**config.mk**
```make
export PLATFORM = sky130hd
export DESIGN_NAME = vf_ctl_regfile
export DESIGN_NICKNAME = d
export VERILOG_FILES = /design/src/rtl/vfcap_pkg.sv /design/src/rtl/vfcap_ctrl.sv /design/src/rtl/vfcap_ready.sv /design/src/rtl/vfcap_pagesz.sv /design/src/rtl/vfcap_bar.sv /design/src/rtl/vf_ctl_regfile.sv
export SDC_FILE = /design/constraint.sdc
export NUM_CORES = 1
export LEC_CHECK = 0
export CORE_MARGIN = 4
export CORE_UTILIZATION = 35
export DETAILED_ROUTE_END_ITERATION = 7
export DONT_BUFFER_PORTS = 1
export PLACE_DENSITY = 0.56
export SYNTH_ARGS = -nofsm -noshare
export SYNTH_HDL_FRONTEND = slang
export SYNTH_SLANG_ARGS = --single-unit
```
**constraint.sdc**
```tcl
create_clock -name clk -period 6.29 [get_ports clk]
set_clock_uncertainty 0.05 [all_clocks]
set_input_delay 0.629 -clock clk [delete_from_list [all_inputs] [get_ports clk]]
set_output_delay 0.629 -clock clk [all_outputs]
set_load 0.05 [all_outputs]
```
**src/rtl/vfcap_pkg.sv**
```systemverilog
package vfcap_pkg;

   localparam int NBAR  = 6;
   localparam int SLOTS = 15;

   localparam logic [15:0] CAP_ID  = 16'h0010;
   localparam logic [3:0]  CAP_VER = 4'h1;

   // dword slots relative to the capability base
   localparam logic [3:0] SL_HDR    = 4'd0;
   localparam logic [3:0] SL_CAPS   = 4'd1;
   localparam logic [3:0] SL_CTRL   = 4'd2;
   localparam logic [3:0] SL_COUNTS = 4'd3;
   localparam logic [3:0] SL_NUMVF  = 4'd4;
   localparam logic [3:0] SL_ROUTE  = 4'd5;
   localparam logic [3:0] SL_DEVID  = 4'd6;
   localparam logic [3:0] SL_PGSUP  = 4'd7;
   localparam logic [3:0] SL_PGSYS  = 4'd8;
   localparam logic [3:0] SL_BAR0   = 4'd9;

   // bit order matches the control dword (vf_en at bit 0)
   typedef struct packed {
      logic ari;
      logic mse;
      logic mig_irq;
      logic mig_en;
      logic vf_en;
   } vf_ctl_t;

   function automatic logic [31:0] be_merge(input logic [31:0] old_v,
                                            input logic [31:0] new_v,
                                            input logic [3:0]  be);
      logic [31:0] r;
      for (int b = 0; b < 4; b++)
         r[b*8 +: 8] = be[b] ? new_v[b*8 +: 8] : old_v[b*8 +: 8];
      return r;
   endfunction

endpackage

```
**src/rtl/vfcap_ctrl.sv**
```systemverilog
module vfcap_ctrl
   import vfcap_pkg::*;
#(
   parameter int TOTAL_VFS = 16,
   parameter bit MIG_CAP   = 1'b0
) (
   input  logic          clk,
   input  logic          rst_n,
   input  logic          ctl_we,
   input  logic          ctl_be,
   input  logic [4:0]    ctl_wbits,
   input  logic          num_we,
   input  logic [1:0]    num_be,
   input  logic [15:0]   num_wdata,
   output vf_ctl_t       ctl_q,
   output vf_ctl_t       ctl_d,
   output logic [15:0]   num_q
);

   localparam logic [15:0] MAX_VF = 16'(TOTAL_VFS);

   logic        mig_allow;
   logic [15:0] num_merged;
   logic [15:0] num_d;

   generate
      if (MIG_CAP) begin : g_mig
         assign mig_allow = 1'b1;
      end else begin : g_nomig
         assign mig_allow = 1'b0;
      end
   endgenerate

   always_comb begin
      ctl_d = ctl_q;
      if (ctl_we && ctl_be) begin
         ctl_d        = vf_ctl_t'(ctl_wbits);
         ctl_d.mig_en = ctl_wbits[1] & mig_allow;
      end
   end

   always_comb begin
      num_merged[7:0]  = num_be[0] ? num_wdata[7:0]  : num_q[7:0];
      num_merged[15:8] = num_be[1] ? num_wdata[15:8] : num_q[15:8];
      num_d = num_q;
      if (num_we && !ctl_q.vf_en)
         num_d = (num_merged > MAX_VF) ? MAX_VF : num_merged;
   end

   always_ff @(posedge clk or negedge rst_n) begin
      if (!rst_n) begin
         ctl_q <= '0;
         num_q <= '0;
      end else begin
         ctl_q <= ctl_d;
         num_q <= num_d;
      end
   end

endmodule

```
**src/rtl/vfcap_ready.sv**
```systemverilog
module vfcap_ready #(
   parameter int READY_CYCLES = 25_000_000
) (
   input  logic clk,
   input  logic rst_n,
   input  logic en_next,
   output logic ready_q
);

   localparam int CW = $clog2(READY_CYCLES + 1);
   localparam logic [CW-1:0] LIMIT = CW'(READY_CYCLES);

   logic [CW-1:0] cnt_q;

   always_ff @(posedge clk or negedge rst_n) begin
      if (!rst_n) begin
         cnt_q   <= '0;
         ready_q <= 1'b0;
      end else if (!en_next) begin
         cnt_q   <= '0;
         ready_q <= 1'b0;
      end else if (!ready_q) begin
         if (cnt_q == LIMIT) ready_q <= 1'b1;
         else                cnt_q   <= cnt_q + 1'b1;
      end
   end

endmodule

```
**src/rtl/vfcap_pagesz.sv**
```systemverilog
module vfcap_pagesz
   import vfcap_pkg::*;
#(
   parameter logic [31:0] SUPPORTED = 32'h0000_0553
) (
   input  logic        clk,
   input  logic        rst_n,
   input  logic        we,
   input  logic [3:0]  be,
   input  logic [31:0] wdata,
   output logic [31:0] sys_q
);

   logic [31:0] cand;
   logic        single;
   logic        legal;

   always_comb begin
      cand   = be_merge(sys_q, wdata, be);
      single = (cand != '0) && ((cand & (cand - 32'd1)) == '0);
      legal  = single && ((cand & SUPPORTED) != '0);
   end

   always_ff @(posedge clk or negedge rst_n) begin
      if (!rst_n)            sys_q <= 32'd1;
      else if (we && legal)  sys_q <= cand;
   end

endmodule

```
**src/rtl/vfcap_bar.sv**
```systemverilog
module vfcap_bar
   import vfcap_pkg::*;
#(
   parameter int SZ_LOG2 = 12
) (
   input  logic        clk,
   input  logic        rst_n,
   input  logic        we,
   input  logic [3:0]  be,
   input  logic [31:0] wdata,
   output logic [31:0] val_q
);

   localparam logic [31:0] ADDR_MASK =
      (SZ_LOG2 == 0) ? 32'h0 : ~((32'h1 << SZ_LOG2) - 32'h1);

   always_ff @(posedge clk or negedge rst_n) begin
      if (!rst_n)  val_q <= '0;
      else if (we) val_q <= be_merge(val_q, wdata, be) & ADDR_MASK;
   end

endmodule

```
**src/rtl/vf_ctl_regfile.sv**
```systemverilog
module vf_ctl_regfile
   import vfcap_pkg::*;
#(
   parameter int          ADDR_W       = 12,
   parameter int          CAP_BASE     = 'h100,
   parameter int          NEXT_PTR     = 'h000,
   parameter int          TOTAL_VFS    = 16,
   parameter int          INITIAL_VFS  = 0,
   parameter int          FIRST_OFS    = 4,
   parameter int          VF_STRIDE    = 2,
   parameter logic [15:0] VF_DEV_ID    = 16'h1000,
   parameter bit          MIG_CAP      = 1'b0,
   parameter int          MIG_MSG      = 0,
   parameter logic [31:0] SUPPORTED    = 32'h0000_0553,
   parameter logic [47:0] BAR_LOG2     = {8'd0, 8'd0, 8'd0, 8'd0, 8'd0, 8'd12},
   parameter int          READY_CYCLES = 25_000_000
) (
   input  logic                 clk,
   input  logic                 rst_n,
   input  logic                 cfg_wr,
   input  logic                 cfg_rd,
   input  logic [ADDR_W-1:0]    cfg_addr,
   input  logic [3:0]           cfg_be,
   input  logic [31:0]          cfg_wdata,
   output logic [31:0]          cfg_rdata,
   output logic                 cfg_rvalid,
   output logic                 vf_en_o,
   output logic                 vf_mse_o,
   output logic                 ari_o,
   output logic [15:0]          num_vf_o,
   output logic [NBAR*32-1:0]   bar_base_o,
   output logic                 vf_ready_o
);

   localparam logic [ADDR_W-1:0] BASE_A    = ADDR_W'(CAP_BASE);
   localparam logic [ADDR_W-1:0] WIN_BYTES = ADDR_W'(SLOTS * 4);

   // elaboration-time parameter checks
   generate
      if (ADDR_W < 9 || ADDR_W > 16)
         $error("ADDR_W out of range");
      if (CAP_BASE < 'h100 || (CAP_BASE % 4) != 0)
         $error("CAP_BASE must be dword aligned at 0x100 or above");
      if (TOTAL_VFS < 1 || TOTAL_VFS > 65535)
         $error("TOTAL_VFS out of range");
      if (INITIAL_VFS < 0 || INITIAL_VFS > TOTAL_VFS)
         $error("INITIAL_VFS exceeds TOTAL_VFS");
      if (SUPPORTED[0] != 1'b1)
         $error("4 KB page size must be supported");
      if (READY_CYCLES < 1)
         $error("READY_CYCLES must be at least 1");
      if (MIG_MSG < 0 || MIG_MSG > 2047)
         $error("MIG_MSG must fit 11 bits");
   endgenerate

   logic [ADDR_W-1:0] off;
   logic              in_win;
   logic [3:0]        idx;
   logic              wr_hit;

   assign off    = cfg_addr - BASE_A;
   assign in_win = (cfg_addr >= BASE_A) && (off < WIN_BYTES);
   assign idx    = off[5:2];
   assign wr_hit = cfg_wr && in_win;

   // control and VF count
   vf_ctl_t     ctl_q;
   vf_ctl_t     ctl_d;
   logic [15:0] num_q;

   vfcap_ctrl #(
      .TOTAL_VFS (TOTAL_VFS),
      .MIG_CAP   (MIG_CAP)
   ) u_ctrl (
      .clk       (clk),
      .rst_n     (rst_n),
      .ctl_we    (wr_hit && idx == SL_CTRL),
      .ctl_be    (cfg_be[0]),
      .ctl_wbits (cfg_wdata[4:0]),
      .num_we    (wr_hit && idx == SL_NUMVF),
      .num_be    (cfg_be[3:2]),
      .num_wdata (cfg_wdata[31:16]),
      .ctl_q     (ctl_q),
      .ctl_d     (ctl_d),
      .num_q     (num_q)
   );

   vfcap_ready #(
      .READY_CYCLES (READY_CYCLES)
   ) u_ready (
      .clk     (clk),
      .rst_n   (rst_n),
      .en_next (ctl_d.vf_en),
      .ready_q (vf_ready_o)
   );

   // system page size
   logic [31:0] sys_page_q;

   vfcap_pagesz #(
      .SUPPORTED (SUPPORTED)
   ) u_page (
      .clk   (clk),
      .rst_n (rst_n),
      .we    (wr_hit && idx == SL_PGSYS),
      .be    (cfg_be),
      .wdata (cfg_wdata),
      .sys_q (sys_page_q)
   );

   // VF BARs
   logic [31:0] bar_val [NBAR];

   generate
      for (genvar i = 0; i < NBAR; i++) begin : g_bar
         localparam int SZ = int'(BAR_LOG2[i*8 +: 8]);
         if (SZ != 0 && (SZ < 4 || SZ > 31))
            $error("BAR size log2 must be 0 or 4..31");
         vfcap_bar #(
            .SZ_LOG2 (SZ)
         ) u_bar (
            .clk   (clk),
            .rst_n (rst_n),
            .we    (wr_hit && idx == 4'(SL_BAR0 + 4'(i))),
            .be    (cfg_be),
            .wdata (cfg_wdata),
            .val_q (bar_val[i])
         );
         assign bar_base_o[i*32 +: 32] = bar_val[i];
      end
   endgenerate

   // read path
   logic [31:0] rd_mux;

   always_comb begin
      rd_mux = '0;
      case (idx)
         SL_HDR:    rd_mux = {12'(NEXT_PTR), CAP_VER, CAP_ID};
         SL_CAPS:   rd_mux = {11'(MIG_MSG), 20'd0, MIG_CAP};
         SL_CTRL:   rd_mux = {27'd0, ctl_q};
         SL_COUNTS: rd_mux = {16'(TOTAL_VFS), 16'(INITIAL_VFS)};
         SL_NUMVF:  rd_mux = {num_q, 16'd0};
         SL_ROUTE:  rd_mux = {16'(VF_STRIDE), 16'(FIRST_OFS)};
         SL_DEVID:  rd_mux = {VF_DEV_ID, 16'd0};
         SL_PGSUP:  rd_mux = SUPPORTED;
         SL_PGSYS:  rd_mux = sys_page_q;
         default: begin
            for (int i = 0; i < NBAR; i++)
               if (idx == 4'(SL_BAR0 + 4'(i))) rd_mux = bar_val[i];
         end
      endcase
   end

   always_ff @(posedge clk or negedge rst_n) begin
      if (!rst_n) begin
         cfg_rdata  <= '0;
         cfg_rvalid <= 1'b0;
      end else begin
         cfg_rvalid <= cfg_rd;
         if (cfg_rd) cfg_rdata <= in_win ? rd_mux : 32'd0;
      end
   end

   assign vf_en_o  = ctl_q.vf_en;
   assign vf_mse_o = ctl_q.mse;
   assign ari_o    = ctl_q.ari;
   assign num_vf_o = num_q;

endmodule

```
# Word level (Yosys, flattened, before mapping)
# Index checks and enable logic that the tools add are counted.
# classes
n_eq_ne	17
bitwise	1
n_lt_le_gt_ge	3
n_addsub	3
n_mux	22
n_reduce_logical	20
# op_table
cell	count
$pmux W32 S9	1
$mux W32	7
$mux W25	3
$reduce_bool A32 Y1	2
$mux W8	6
$and A32 B32 Y32	1
$logic_not A32 Y1	1
$sub A32 B1 Y32 const B	1
$eq A4 B4 Y1 const B	7
$add A25 B1 Y25 const B	1
$eq A25 B25 Y1 const B	1
$eq A4 B3 Y1 const B	4
$gt A16 B5 Y1 const B	1
$mux W16	1
$ge A12 B9 Y1 const B	1
$lt A12 B6 Y1 const B	1
$sub A12 B9 Y12 const B	1
$logic_and A1 B1 Y1	11
$eq A4 B2 Y1 const B	2
$reduce_and A2 Y1	4
$eq A4 B1 Y1 const B	1
$logic_not A4 Y1	1
$mux W1	4
$ne A2 B2 Y1 const B	2
$logic_not A1 Y1	1
# word_totals
elab_cells	79
regBits	131
in_bits	52
output_inout_bits	245

# Depth between registers and ports, before layout
# Gate-level depths: netlist of the first run.
# logic_depth
word_depth	10
ltp_mapped	12
ltp_nobuf	9

# Cells and area by module
# A second synthesis of the first run with hierarchy kept.
# hier_totals
cells_unflattened	1173
area_unflattened_um2	10769.1
# by_module_without_submodules
module	area_per_inst_um2	seq_area_each_um2	cells_each	n_inst
vf_ctl_regfile	4372.9	825.8	522	1
vfcap_pagesz	2070.7	802.0	219	1
vfcap_ready	1420.1	650.6	152	1
vfcap_bar at g_bar[1].u_bar ...	244.0	0.0	33	5
vfcap_ctrl	849.6	525.5	59	1
vfcap_bar at g_bar[0].u_bar	835.8	500.5	56	1

# Worst setup path before layout of the first run
# OpenSTA, ideal clock, no wires.
# synth_path
path_type	input -> register
startpoint	input port cfg_be[2]
endpoint	register u_page.sys_q[1]
path_stages	10
required_time_ns	6.112
path_slack_ns	3.074
setup_ns	0.128
path_buffers	2
t_arrival_ns	3.038
path_cell_list	clkbuf_1 -> clkbuf_1 -> mux2i_1 -> o211ai_1 -> nor3b_1 -> a21oi_1 -> a2111oi_2 -> nand4_4 -> nor3_4 -> mux2_1
# synth_between
elab_chain_len	7
elab_cells_between_ends	8
classes_between	add/sub: 1; mux: 1; bitwise: 1; reduce/logical: 5
# synth_lines
item	line_no	rtl
from (decl)	vf_ctl_regfile.sv:23	input logic [3:0] cfg_be,
$mux W8 *	vfcap_pkg.sv:35	r[b*8 +: 8] = be[b] ? new_v[b*8 +: 8] : old_v[b*8 +: 8];
$sub A32 B1 Y32	vfcap_pagesz.sv:20	single = (cand != '0) && ((cand & (cand - 32'd1)) == '0);
$and A32 B32 Y32	vfcap_pagesz.sv:20	
$logic_not A32 Y1	vfcap_pagesz.sv:20	
$logic_and A1 B1 Y1 *	vfcap_pagesz.sv:20	
$logic_and A1 B1 Y1 *	vfcap_pagesz.sv:21	legal = single && ((cand & SUPPORTED) != '0);
$logic_and A1 B1 Y1 *	vfcap_pagesz.sv:26	else if (we && legal) sys_q <= cand;
to (signal assigned)	vfcap_pagesz.sv:26	
to (decl)	vfcap_pagesz.sv:11	output logic [31:0] sys_q
# Every way passes the cells marked *; elsewhere a longest branch is shown, timed or not.
# A chain may end at the register's enable or synchronous reset.

# Worst setup path in the final report of the first run
# layout_path
startpoint	register u_page.sys_q[0]
endpoint	register u_page.sys_q[6]
# layout_between
elab_chain_len	7
elab_cells_between_ends	9
classes_between	add/sub: 1; mux: 1; bitwise: 1; reduce/logical: 6
# layout_lines
item	line_no
$mux W8 *	vfcap_pkg.sv:35
$sub A32 B1 Y32	vfcap_pagesz.sv:20
$and A32 B32 Y32	vfcap_pagesz.sv:20
$logic_not A32 Y1	vfcap_pagesz.sv:20
$logic_and A1 B1 Y1	vfcap_pagesz.sv:20
$logic_and A1 B1 Y1 *	vfcap_pagesz.sv:21
$logic_and A1 B1 Y1 *	vfcap_pagesz.sv:26
# Marks and branches as above.

==> results.md, run 1 <==
* Mapped cell area at 0.00806 mm2
* Inserted Clock Buffers at 17
* Vias in the first global route at 5169
* Buf/Inv on CP at 0
* Slew Limit Fails at 0
* Slew headroom at 40.4%
* Synth cell types at 77
* Reg2Reg Setup Slack at 2.64 ns
* CP required at 6.54 ns
* Max-Cap Viols at 0
* Antenna cells at 0
* DRT Pass-1 Iters at 6
* Initial antenna violation count at 0
* Critical Path End Type: register
* Congestion Overflow GR at 0
* Final #Nets at 893
* FF+latch count, synth at 131
* Crit path time final at 3.65 ns
* RSZ-0062 raised after global routing: no
* CP cell instances: or4_4, a22oi_4, nand4_2, or4_1, a31oi_1, nand3_1, nor2_4, mux2_1
* Prevailing post-synth register cell: dfrtp_1
* Total power at 2.12 mW
* F_max at 0.274 GHz
* Overall Global Routing Usage at 16.0%
* Critical path's slowest cell: nor2_4
* CTS tree: built
* Dpl hpwl at 15700 um
* Top post-synthesis cells by area: dfrtp_1 40%, buf_4 16%, mux2_2 3.4%
* Via count at 5576
* Antenna viol nets, final at 0
* Worst-case vdd ir drop at 0.162 mV
* Area Overhead vs Synth at 2.33%
* Reg2Reg Depth at 8
* Synth area leader: dfrtp_1
* Setup TNS at 0 ns
* Outcome: completed
* Largest family of logic cells by synthesized area: buffers and inverters
* Compound-Gate Fraction of Synth Area at 12.0%
* Kind of start point of the critical path: register
* PortBufs at 0
* Largest net degree at the start of global routing at 131
* Lkg Pwr at 3.78 nW
* Adder-Cell Fraction of Synth Area at 0.435%
* Post-synthesis sequential area ratio at 40.7%
* Routed vias/inst at 4.90
* Number of H-tree levels at 4
* CP top delay family: simple AND/OR/NAND/NOR gates
* WL per Instance at 18.7 um
* Final worst path period share at 58.0%
* Fin. Hold Viols at 0
* WS Path Type: register to register
* Starting DRT DRC Count at 434
* Asr flop ratio synth at 100%
* Synth Area in Simple Gates at 17.9%
* CTS clk-pin slew, worst paths at 0.06 ns
* Post-synth EDFFs at 0
* Arr. time, crit path at 3.90 ns
* Final wirelength at 21300 um
* Yosys warning count at 0
* Global-route wire length before repair at 31700 um
* Clock Tree Root: clkbuf_16
* Final setup fails at 0
* Top cell type's share of synthesized area at 40.4%
* Setup WS pre-CTS at 2.36 ns
* Die W at 160 um
* Share of cells above drive strength 1 at 8.92%
* Crit-path max FO at 27
* Number of fill cells at 2302
* Row count at 55
* Placer Congestion at 0.887
* Synth Area in XOR/XNOR at 2.50%
* Final worst setup slack at 2.64 ns
* CTS sink count at 131
* Final Cell Area at 0.00825 mm2
* R2r startpoint: u_page.sys_q[0]
* Synth Area per Inst at 9.50 um2
* PD cells at 257 mW/mm2
* Clock Path Buffers at 2
* Placed cell areas at 0.00765 mm2
* Post-CTS Setup Inserts at 0
* Reg-to-Reg End: u_page.sys_q[6]
* Gate Count Post-Synth at 849
* Core area at 0.0226 mm2
* Starting Density at 35.6%
* I/O pin total at 297
* Die Ht at 160 um
* Min-delay worst type: input pin to async pin
* DRC violations left at 0
* Worst slew pin tran at 0.891 ns
* WHS at 0.0634 ns
* Clk Latency, worst-skew pair at 0.43 ns
* Worst path max stage delay at 0.62 ns
* Proportion of synthesized area in mux cells at 6.63%
* DIE AREA at 0.0255 mm2
## sequential cells by signal, summed over array words and instances (netlist names)
signal             count
u_ctrl.num_q          16
cfg_rvalid             1
u_ready.cnt_q         25
u_ctrl.ctl_q           4
g_bar.u_bar.val_q     20
cfg_rdata             32
u_page.sys_q          32
u_ready.ready_q        1
## routing by layer
| metal | wire length, um | GRT usage (%) |
|---|---|---|
| met5 | 0 | 0 |
| met4 | 193 | 4.46 |
| met3 | 2440 | 6.92 |
| met2 | 9970 | 24.9 |
| met1 | 8640 | 20.4 |
## synthesized netlist by cell type, types with 10 or more instances
cell      count
nor2b_1      32
nor4_1       11
inv_1        43
nor3_1       14
nand3_1      16
mux2i_1      14
a21oi_1      24
o22ai_1      20
nor2_1       56
o21ai_0      27
mux2_1       11
buf_4       175
mux2_2       24
clkbuf_1     25
and3_1       11
and2_1       15
xor2_1       16
nand2_1      36
dfrtp_1     130
nand4_1      10
## layout make-up
type | count | area (um2) | area share [%]
multi-input cells | 640 | 3830 | 46.5
inverters | 45 | 169 | 2.05
repair buffers | 4 | 52.6 | 0.637
clock buffers | 19 | 433 | 5.25
well taps | 285 | 357 | 4.32
flip-flops and latches | 131 | 3280 | 39.8
clock inverters | 13 | 125 | 1.52
## worst register-to-register path, stage by stage (launching register included)
cell	delay, ns
dfstp_2	0.39
or4_4	0.56
a22oi_4	0.29
nand4_2	0.21
or4_1	0.50
a31oi_1	0.27
nand3_1	0.26
nor2_4	0.62
mux2_1	0.38
## cells by family after synthesis
family | after synthesis
and+or+nand+nor | 253
buffers and inverters | 249
AOI/OAI and AO/OA | 140
DFF | 131
muxes | 49
xor gates and xnor gates | 23
adders and majority gates | 3
other | 1
## cells in the final DEF (no fill, tap or decap), types with 15 or more instances in the layout
cell type / Yosys / layout
xor2_1: 16 / 16
o22ai_1: 20 / 20
dfrtp_1: 130 / 130
inv_1: 43 / 43
and2_1: 15 / 15
conb_1: 1 / 172
nand2_1: 36 / 36
nand3_1: 16 / 16
clkbuf_16: 0 / 17
nor2b_1: 32 / 32
nor2_1: 56 / 56
mux2_2: 24 / 24
o21ai_0: 27 / 27
a21oi_1: 24 / 24
## worst max-delay path by stage
| stage | start | endpoint | cells after the start |
|---|---|---|---|
| finish | u_page.sys_q[0] | u_page.sys_q[6] | 8 |
| global route | u_page.sys_q[11] | u_page.sys_q[6] | 8 |
| CTS | u_page.sys_q[0] | u_page.sys_q[6] | 8 |
| detailed placement | cfg_wdata[0] | u_page.sys_q[6] | 8 |
| global placement | cfg_wdata[0] | u_page.sys_q[6] | 8 |
| floorplan | cfg_be[2] | u_page.sys_q[1] | 10 |
## report_power, final
group	total (mW)	switching, mW	leakage (nW)	internal, mW
Sequential	0.852	0.00744	1.81	0.844
Combinational	0.315	0.282	1.70	0.0330
Clock	0.955	0.406	0.257	0.549
## what timing repair did
| action | 4_1_cts | 5_1_grt |
|---|---|---|
| hold buffers | 2 | 0 |
| resized for setup | 0 | 0 |
| setup endpoints to repair | 0 | 0 |
| endpoints found under the hold margin | 130 | 0 |
## stage by stage
step	util, %	cells
after floorplan	-	1020
final	36.4	1137
after CTS	36.4	1137
after global placement	33.8	1103
after detailed placement	33.8	1103
after global routing	36.4	1137
(Power assumes the default switching activity.)
==> inputs of run 2 (changes only) <==
--- a/config.mk
+++ b/config.mk
@@ -9,7 +9,7 @@
 export CORE_UTILIZATION = 35
 export DETAILED_ROUTE_END_ITERATION = 7
 export DONT_BUFFER_PORTS = 1
-export PLACE_DENSITY = 0.56
+export PLACE_DENSITY = 0.58
 export SYNTH_ARGS = -nofsm -noshare
 export SYNTH_HDL_FRONTEND = slang
 export SYNTH_SLANG_ARGS = --single-unit
==> constraint.sdc (replaced) <==
create_clock -name clk -period 2.95 [get_ports clk]
set_clock_uncertainty 0.05 [all_clocks]
set_input_delay 0.295 -clock clk [delete_from_list [all_inputs] [get_ports clk]]
set_output_delay 0.295 -clock clk [all_outputs]
set_load 0.05 [all_outputs]
==> results.md, run 2 (synthesis gave the netlist of run 1 again) <==
* WL per Instance at 18.8 um (+0.37%)
* Starting DRT DRC Count at 434 (unchanged)
* CP cell instances: or4_4, a22oi_4, buf_6, and4b_1, o211ai_1, a2111oi_4, nand4_4, buf_4, nor2_4, mux2_1
* Slew Limit Fails at 0 (unchanged)
* Routed vias/inst at 4.99 (+1.7%)
* Worst-case vdd ir drop at 0.354 mV (+120%)
* Reg area at 0.00328 mm2 (unchanged)
* Dpl hpwl at 16500 um (+5.2%)
* Kind of start point of the critical path: register
* Inserted Clock Buffers at 17 (unchanged)
* DIE AREA at 0.0255 mm2 (unchanged)
* Combinational share of power at 15.1% (+0.3 points)
* CTS clk-pin slew, worst paths at 0.07 ns (about the same)
* Proportion of power drawn by flip-flops and latches at 39.0% (-1.1 points)
* DRT Pass-1 Iters at 6 (unchanged)
* F_max at 0.336 GHz (+23%)
* Global-route wire length before repair at 34500 um (+8.9%)
* Setup TNS at -0.0472 ns (-0.0472 ns)
* Antenna viol nets, final at 0 (unchanged)
* Vias in the first global route at 5714 (+11%)
* Share of cells above drive strength 1 at 13.5% (+4.6 points)
* Slew headroom at 53.9% (+14 points)
* Min-delay worst type: input pin to async pin
* Die W at 160 um (unchanged)
* Largest net degree at the start of global routing at 132 (+0.76%)
* Failing checks: negative hold slack, negative setup slack
* Area Overhead vs Synth at 10.9%
* Switch Pwr at 1.49 mW (+110%)
* Die Ht at 160 um (unchanged)
* RSZ-0062 raised after global routing: yes
* Final worst setup slack at -0.0220 ns (-2.66 ns)
* DRC violations left at 0 (unchanged)
* Placer Congestion at 0.917 (+3.3%)
* PortBufs at 0 (unchanged)
* Multi-input logic area at 0.00390 mm2 (+1.7%)
* Number of H-tree levels at 4 (unchanged)
* Hold Buf Count CTS at 29 (+27)
* Initial antenna violation count at 0 (unchanged)
* Crit path time final at 2.97 ns (-0.676 ns)
* Worst slew pin tran at 0.692 ns (-0.200 ns)
* Final setup fails at 3 (+3)
* Max-Cap Viols at 0 (unchanged)
* Buf/Inv on CP at 2 (+2)
* Most frequent cells in the layout: 172 x conb_1, 130 x dfrtp_1, 56 x nor2_1
* Clk Latency, worst-skew pair at 0.43 ns (about the same)
* Lkg Pwr at 4.14 nW (+9.7%)
* Outcome: complete, but fails checks
* Internal Power at 3.17 mW (+120%)
* Number of fill cells at 2263 (-1.7%)
* PD cells at 521 mW/mm2 (+100%)
* Critical path's slowest cell: or4_4
* Clk pwr share at 45.9% (+0.9 points)
* Clock Path Buffers at 2 (unchanged)
* Overall Global Routing Usage at 17.2% (+1.2 points)
* I/O pin total at 297 (unchanged)
* Congestion Overflow GR at 0 (unchanged)
* Starting Density at 35.6% (unchanged)
* Clock Tree Root: clkbuf_16
* Crit-path max FO at 4 (-85%)
* Worst path max stage delay at 0.54 ns (-0.08 ns)
* Critical Path End Type: register
* Final worst path period share at 101% (+43 points)
* CTS tree: built
* Arr. time, crit path at 3.23 ns (-0.67 ns)
* Net Sw Frac at 31.9% (-0.86 points)
* CP required at 3.21 ns (-3.33 ns)
* WHS at -0.485 ns (-0.549 ns)
* CTS sink count at 131 (unchanged)
* Row count at 55 (unchanged)
* CP top delay family: simple AND/OR/NAND/NOR gates
* Final #Nets at 964 (+8.0%)
* WS Path Type: register to register
* Setup WS pre-CTS at -0.129 ns (-2.49 ns)
* Via count at 6023 (+8.0%)
* Biggest regs: cfg_rdata: 32 flops, u_page.sys_q: 32 flops, u_ready.cnt_q: 25 flops
* Commonest non-fill, non-tap cell in the layout: conb_1
* Antenna cells at 0 (unchanged)
* Final wirelength at 22700 um (+6.6%)
* Fin. Hold Viols at 131 (+131)
* Core area at 0.0226 mm2 (unchanged)
-- run 2: worst reg2reg max path, stage by stage (launching register included) --
cell,delay (ns)
dfstp_2,0.37
or4_4,0.54
a22oi_4,0.23
buf_6,0.14
and4b_1,0.22
o211ai_1,0.14
a2111oi_4,0.36
nand4_4,0.17
buf_4,0.18
nor2_4,0.14
mux2_1,0.33
-- run 2: repair_timing --
action | in CTS | in global routing
setup buffers | 2 | 1
setup endpoints to repair | 16 | 32
pin swaps | 7 | 2
gates resized for setup | 11 | 1
endpoints found under the hold margin | 193 | 131
-- run 2: through the flow --
step	utilization (%)	hold slack, ns	total power, mW	std cells	area, um2
2_1_floorplan	-	-0.0506	2.65	1020	8700
3_3_place_gp	35.2	-0.0431	2.48	1144	7960
3_5_place_dp	35.2	-0.0444	2.49	1144	7960
4_1_cts	39.5	-0.505	4.69	1207	8930
5_1_grt	39.5	-0.506	4.79	1208	8940
6_report	39.5	-0.485	4.66	1208	8940
-- run 2: layout make-up --
| type | instances | share of cell area (%) |
|---|---|---|
| clock buffers | 19 | 4.84 |
| clock inverters | 13 | 1.69 |
| inverters | 45 | 1.89 |
| multi-input cells | 640 | 43.6 |
| flip-flops and latches | 131 | 36.7 |
| well taps | 285 | 3.99 |
| repair buffers | 75 | 7.34 |
-- run 2: path summary, 6_finish.rpt --
kind / from / to / slack, ns / depth (start not counted)
setup reg to reg: u_page.sys_q[0] / u_page.sys_q[6] / -0.02 / 10
min in group clk: cfg_rd / cfg_rvalid / 0.03 / 1
hold / removal: rst_n / cfg_rdata[23] / -0.49 / 0
hold reg to reg: u_page.sys_q[9] / cfg_rdata[9] / 0.47 / 2
setup / recovery: u_page.sys_q[0] / u_page.sys_q[6] / -0.02 / 10
max in group asynchronous: rst_n / u_page.sys_q[0] / 3.01 / 0
-- run 2: power by group through the flow --
| stage | sequential [mW] | clock [mW] | combinational, mW |
|---|---|---|---|
| after floorplan | 1.85 | 0 | 0.798 |
| after global placement | 1.85 | 0 | 0.635 |
| after detailed placement | 1.85 | 0 | 0.636 |
| after CTS | 1.82 | 2.18 | 0.695 |
| after global routing | 1.82 | 2.25 | 0.732 |
| final | 1.82 | 2.14 | 0.705 |
-- run 2: layer usage --
metal  vias to the layer above  track usage (%)  wire, um
li1                       2753                -         -
met1                      2991             22.0      9160
met2                       263             27.5     10700
met3                        16             7.07      2520
met4                         0             3.79       256
met5                         -                0         0
==> inputs of run 3 (changes only) <==
--- a/config.mk
+++ b/config.mk
@@ -5,11 +5,14 @@
 export SDC_FILE = /design/constraint.sdc
 export NUM_CORES = 1
 export LEC_CHECK = 0
+export ABC_AREA = 1
 export CORE_MARGIN = 4
 export CORE_UTILIZATION = 35
 export DETAILED_ROUTE_END_ITERATION = 7
 export DONT_BUFFER_PORTS = 1
+export HOLD_SLACK_MARGIN = 0.1
 export PLACE_DENSITY = 0.58
+export RECOVER_POWER = 25
 export SYNTH_ARGS = -nofsm -noshare
 export SYNTH_HDL_FRONTEND = slang
 export SYNTH_SLANG_ARGS = --single-unit
==> results.md, run 3 <==
* Prevailing post-synth register cell: dfrtp_1
* CTS tree: built
* Reg area at 0.00328 mm2 (unchanged)
* Dpl hpwl at 19700 um (+20%)
* Final wirelength at 25900 um (+14%)
* CTS clk-pin slew, worst paths at 0.07 ns (about the same)
* Crit path top cell by count: nand2_1
* Max-Cap Viols at 0 (unchanged)
* Area Overhead vs Synth at 6.39%
* Starting DRT DRC Count at 530 (+22%)
* Crit path time final at 2.46 ns (-0.512 ns)
* Synth Area in XOR/XNOR at 0.0978% (-2.4 points)
* WS Path Type: register to register
* Synth cell types at 45 (-42%)
* Die W at 168 um (+5.1%)
* Adder-Cell Fraction of Synth Area at 0.279% (-0.16 points)
* Antenna cells at 0 (unchanged)
* PD cells at 495 mW/mm2 (-5.0%)
* Synth area leader: dfrtp_1
* Synth Area in Simple Gates at 25.8% (+7.9 points)
* Final worst path period share at 83.4% (-17 points)
* Synth Area per Inst at 7.35 um2 (-23%)
* Starting Density at 35.6% (-0.046 points)
* Compound-Gate Fraction of Synth Area at 11.1% (-0.89 points)
* Largest family of logic cells by synthesized area: simple AND/OR/NAND/NOR gates
* Global Route met3 Usage at 5.14% (-1.9 points)
* RSZ-0062 raised after global routing: no
* Core area at 0.0252 mm2 (+11%)
* Multi-input logic area at 0.00420 mm2 (+7.9%)
* CTS sink count at 131 (unchanged)
* Count leader, synth: nand2_1
* DRC violations left at 0 (unchanged)
* Top post-synthesis cells by area: dfrtp_1 36%, buf_4 15%, nand2_1 12%
* Overall Global Routing Usage at 17.9% (+0.73 points)
* Final setup fails at 0 (-3)
* Buf/Inv on CP at 1 (-1)
* Antenna viol nets, final at 0 (unchanged)
* Commonest non-fill, non-tap cell in the layout: nand2_1
* Vias in the first global route at 7046 (+23%)
* Share of cells above drive strength 1 at 8.95% (-4.6 points)
* Post-CTS Setup Inserts at 0 (-2)
* Crit-path max FO at 21 (+17)
* Routed vias/inst at 4.67 (-6.3%)
* Initial antenna violation count at 0 (unchanged)
* Proportion of synthesized area in mux cells at 2.39% (-4.2 points)
* Failing checks: negative hold slack
* Critical path's slowest cell: dfrtp_1
* Setup TNS at 0 ns (+0.0472 ns)
* CP cell instances: nand2_1, nand2_1, nor2_1, nand2_1, nor2_1, nand2_1, nand2_1, nand2_1, nor2_1, nand2_1, nor2_4, buf_12, a21boi_0
* Post-synthesis sequential area ratio at 36.6% (-4.1 points)
* PortBufs at 0 (unchanged)
* Most frequent cells after synthesis: 275 x nand2_1, 176 x buf_4, 156 x inv_1
* Routing usage on met2 at 29.0% (+1.5 points)
* Top cell type's share of synthesized area at 36.3% (-4.0 points)
* Hold Buf Count CTS at 29 (unchanged)
* Yosys warning count at 0 (unchanged)
* Asr flop ratio synth at 100% (unchanged)
* WHS at -0.481 ns (+0.00427 ns)
* Biggest regs: cfg_rdata: 32 flops, u_page.sys_q: 32 flops, u_ready.cnt_q: 25 flops
* Post-synth EDFFs at 0 (unchanged)
* Die Ht at 168 um (+5.1%)
* CP required at 3.19 ns (-0.02 ns)
* FF+latch count, synth at 131 (unchanged)
* Final #Nets at 1304 (+35%)
* I/O pin total at 297 (unchanged)
* Largest net degree at the start of global routing at 132 (unchanged)
* Clock Path Buffers at 2 (unchanged)
* Gate Count Post-Synth at 1218 (+43%)
* Row count at 58 (+5.5%)
* Clk Latency, worst-skew pair at 0.42 ns (about the same)
* Min-delay worst type: input pin to async pin
* DIE AREA at 0.0282 mm2 (+11%)
* Kind of start point of the critical path: register
* CTS resizes at 0 (-11)
* Arr. time, crit path at 2.70 ns (-0.53 ns)
* Placer Congestion at 0.896 (-2.3%)
* CP top delay family: simple AND/OR/NAND/NOR gates
* Lkg Pwr at 4.72 nW (+14%)
* DRT Pass-1 Iters at 5 (-1)
* Fin. Hold Viols at 131 (unchanged)
* Worst-case vdd ir drop at 0.307 mV (-13%)
* Number of fill cells at 2646 (+17%)
* Worst slew pin tran at 0.658 ns (-0.0337 ns)
* Slew Limit Fails at 0 (unchanged)
* Number of H-tree levels at 4 (unchanged)
* Global-route wire length before repair at 39900 um (+16%)
* Clock Tree Root: clkbuf_16
* F_max at 0.406 GHz (+21%)
* Inserted Clock Buffers at 17 (unchanged)
* Gr busiest metal: met2
* Most frequent cells in the layout: 275 x nand2_1, 172 x conb_1, 156 x inv_1
* Grt met1 use at 23.3% (+1.3 points)
* Mapped cell area at 0.00895 mm2 (+11%)
* WL per Instance at 16.2 um (-13%)
* Congestion Overflow GR at 0 (unchanged)
* Via count at 7444 (+24%)
* Outcome: complete, but fails checks
* Slew headroom at 56.1% (+2.2 points)
* Worst path max stage delay at 0.40 ns (-0.14 ns)
* Critical Path End Type: register
run 3: cell type report:
type	instances	area share (%)
Clock inverter	13	1.33
Multi-Input combinational cell	891	44.1
Tap cell	330	4.33
Sequential cell	131	34.4
Clock buffer	19	4.65
Timing Repair Buffer	45	4.68
Inverter	164	6.46
run 3: worst paths after layout:
| check | end | cells past startpoint | startpoint | slack (ns) |
|---|---|---|---|---|
| max | u_page.sys_q[20] | 13 | u_page.sys_q[14] | 0.49 |
| min | cfg_rdata[24] | 0 | rst_n | -0.48 |
| max reg2reg | u_page.sys_q[20] | 13 | u_page.sys_q[14] | 0.49 |
| min reg2reg | u_page.sys_q[8] | 2 | u_page.sys_q[8] | 0.42 |
| max in group asynchronous | u_page.sys_q[0] | 0 | rst_n | 3.06 |
| min in group clk | u_ctrl.num_q[2] | 3 | cfg_be[2] | 0.13 |
run 3: metal layers:
metal,wire length [um],part of all wire (%)
met3,2180,8.4
met4,576,2.2
met5,0,0
met1,10800,42
met2,12300,47
run 3: kinds of logic after synthesis:
| kind of cell | Yosys count |
|---|---|
| adder cells (fa/ha/maj) | 2 |
| AO/OA/AOI/OAI | 162 |
| AND/OR/NAND/NOR | 535 |
| buffers and inverters | 367 |
| multiplexers | 19 |
| flip-flops | 131 |
| XOR/XNOR | 1 |
| other | 1 |
run 3: per-stage QoR:
step,area (um2),std cells,utilization [%],setup WS (ns),power [mW]
after floorplan,9600,1389,-,0.976,2.75
after global placement,8660,1532,34.4,0.527,2.61
after detailed placement,8660,1532,34.4,0.498,2.61
after CTS,9530,1593,37.8,0.516,4.74
after global routing,9530,1593,37.8,0.302,4.88
final,9530,1593,37.8,0.490,4.71
run 3: power by group:
part / internal [mW] / switching [mW]
combinational: 0.105 / 0.670
sequential: 1.81 / 0.0446
clock: 1.20 / 0.889
run 3: worst reg2reg max path: stages, from the launching register on:
cell	delay, ns
dfrtp_1	0.40
nand2_1	0.07
nand2_1	0.13
nor2_1	0.27
nand2_1	0.14
nor2_1	0.16
nand2_1	0.11
nand2_1	0.10
nand2_1	0.06
nor2_1	0.10
nand2_1	0.10
nor2_4	0.29
buf_12	0.22
a21boi_0	0.13
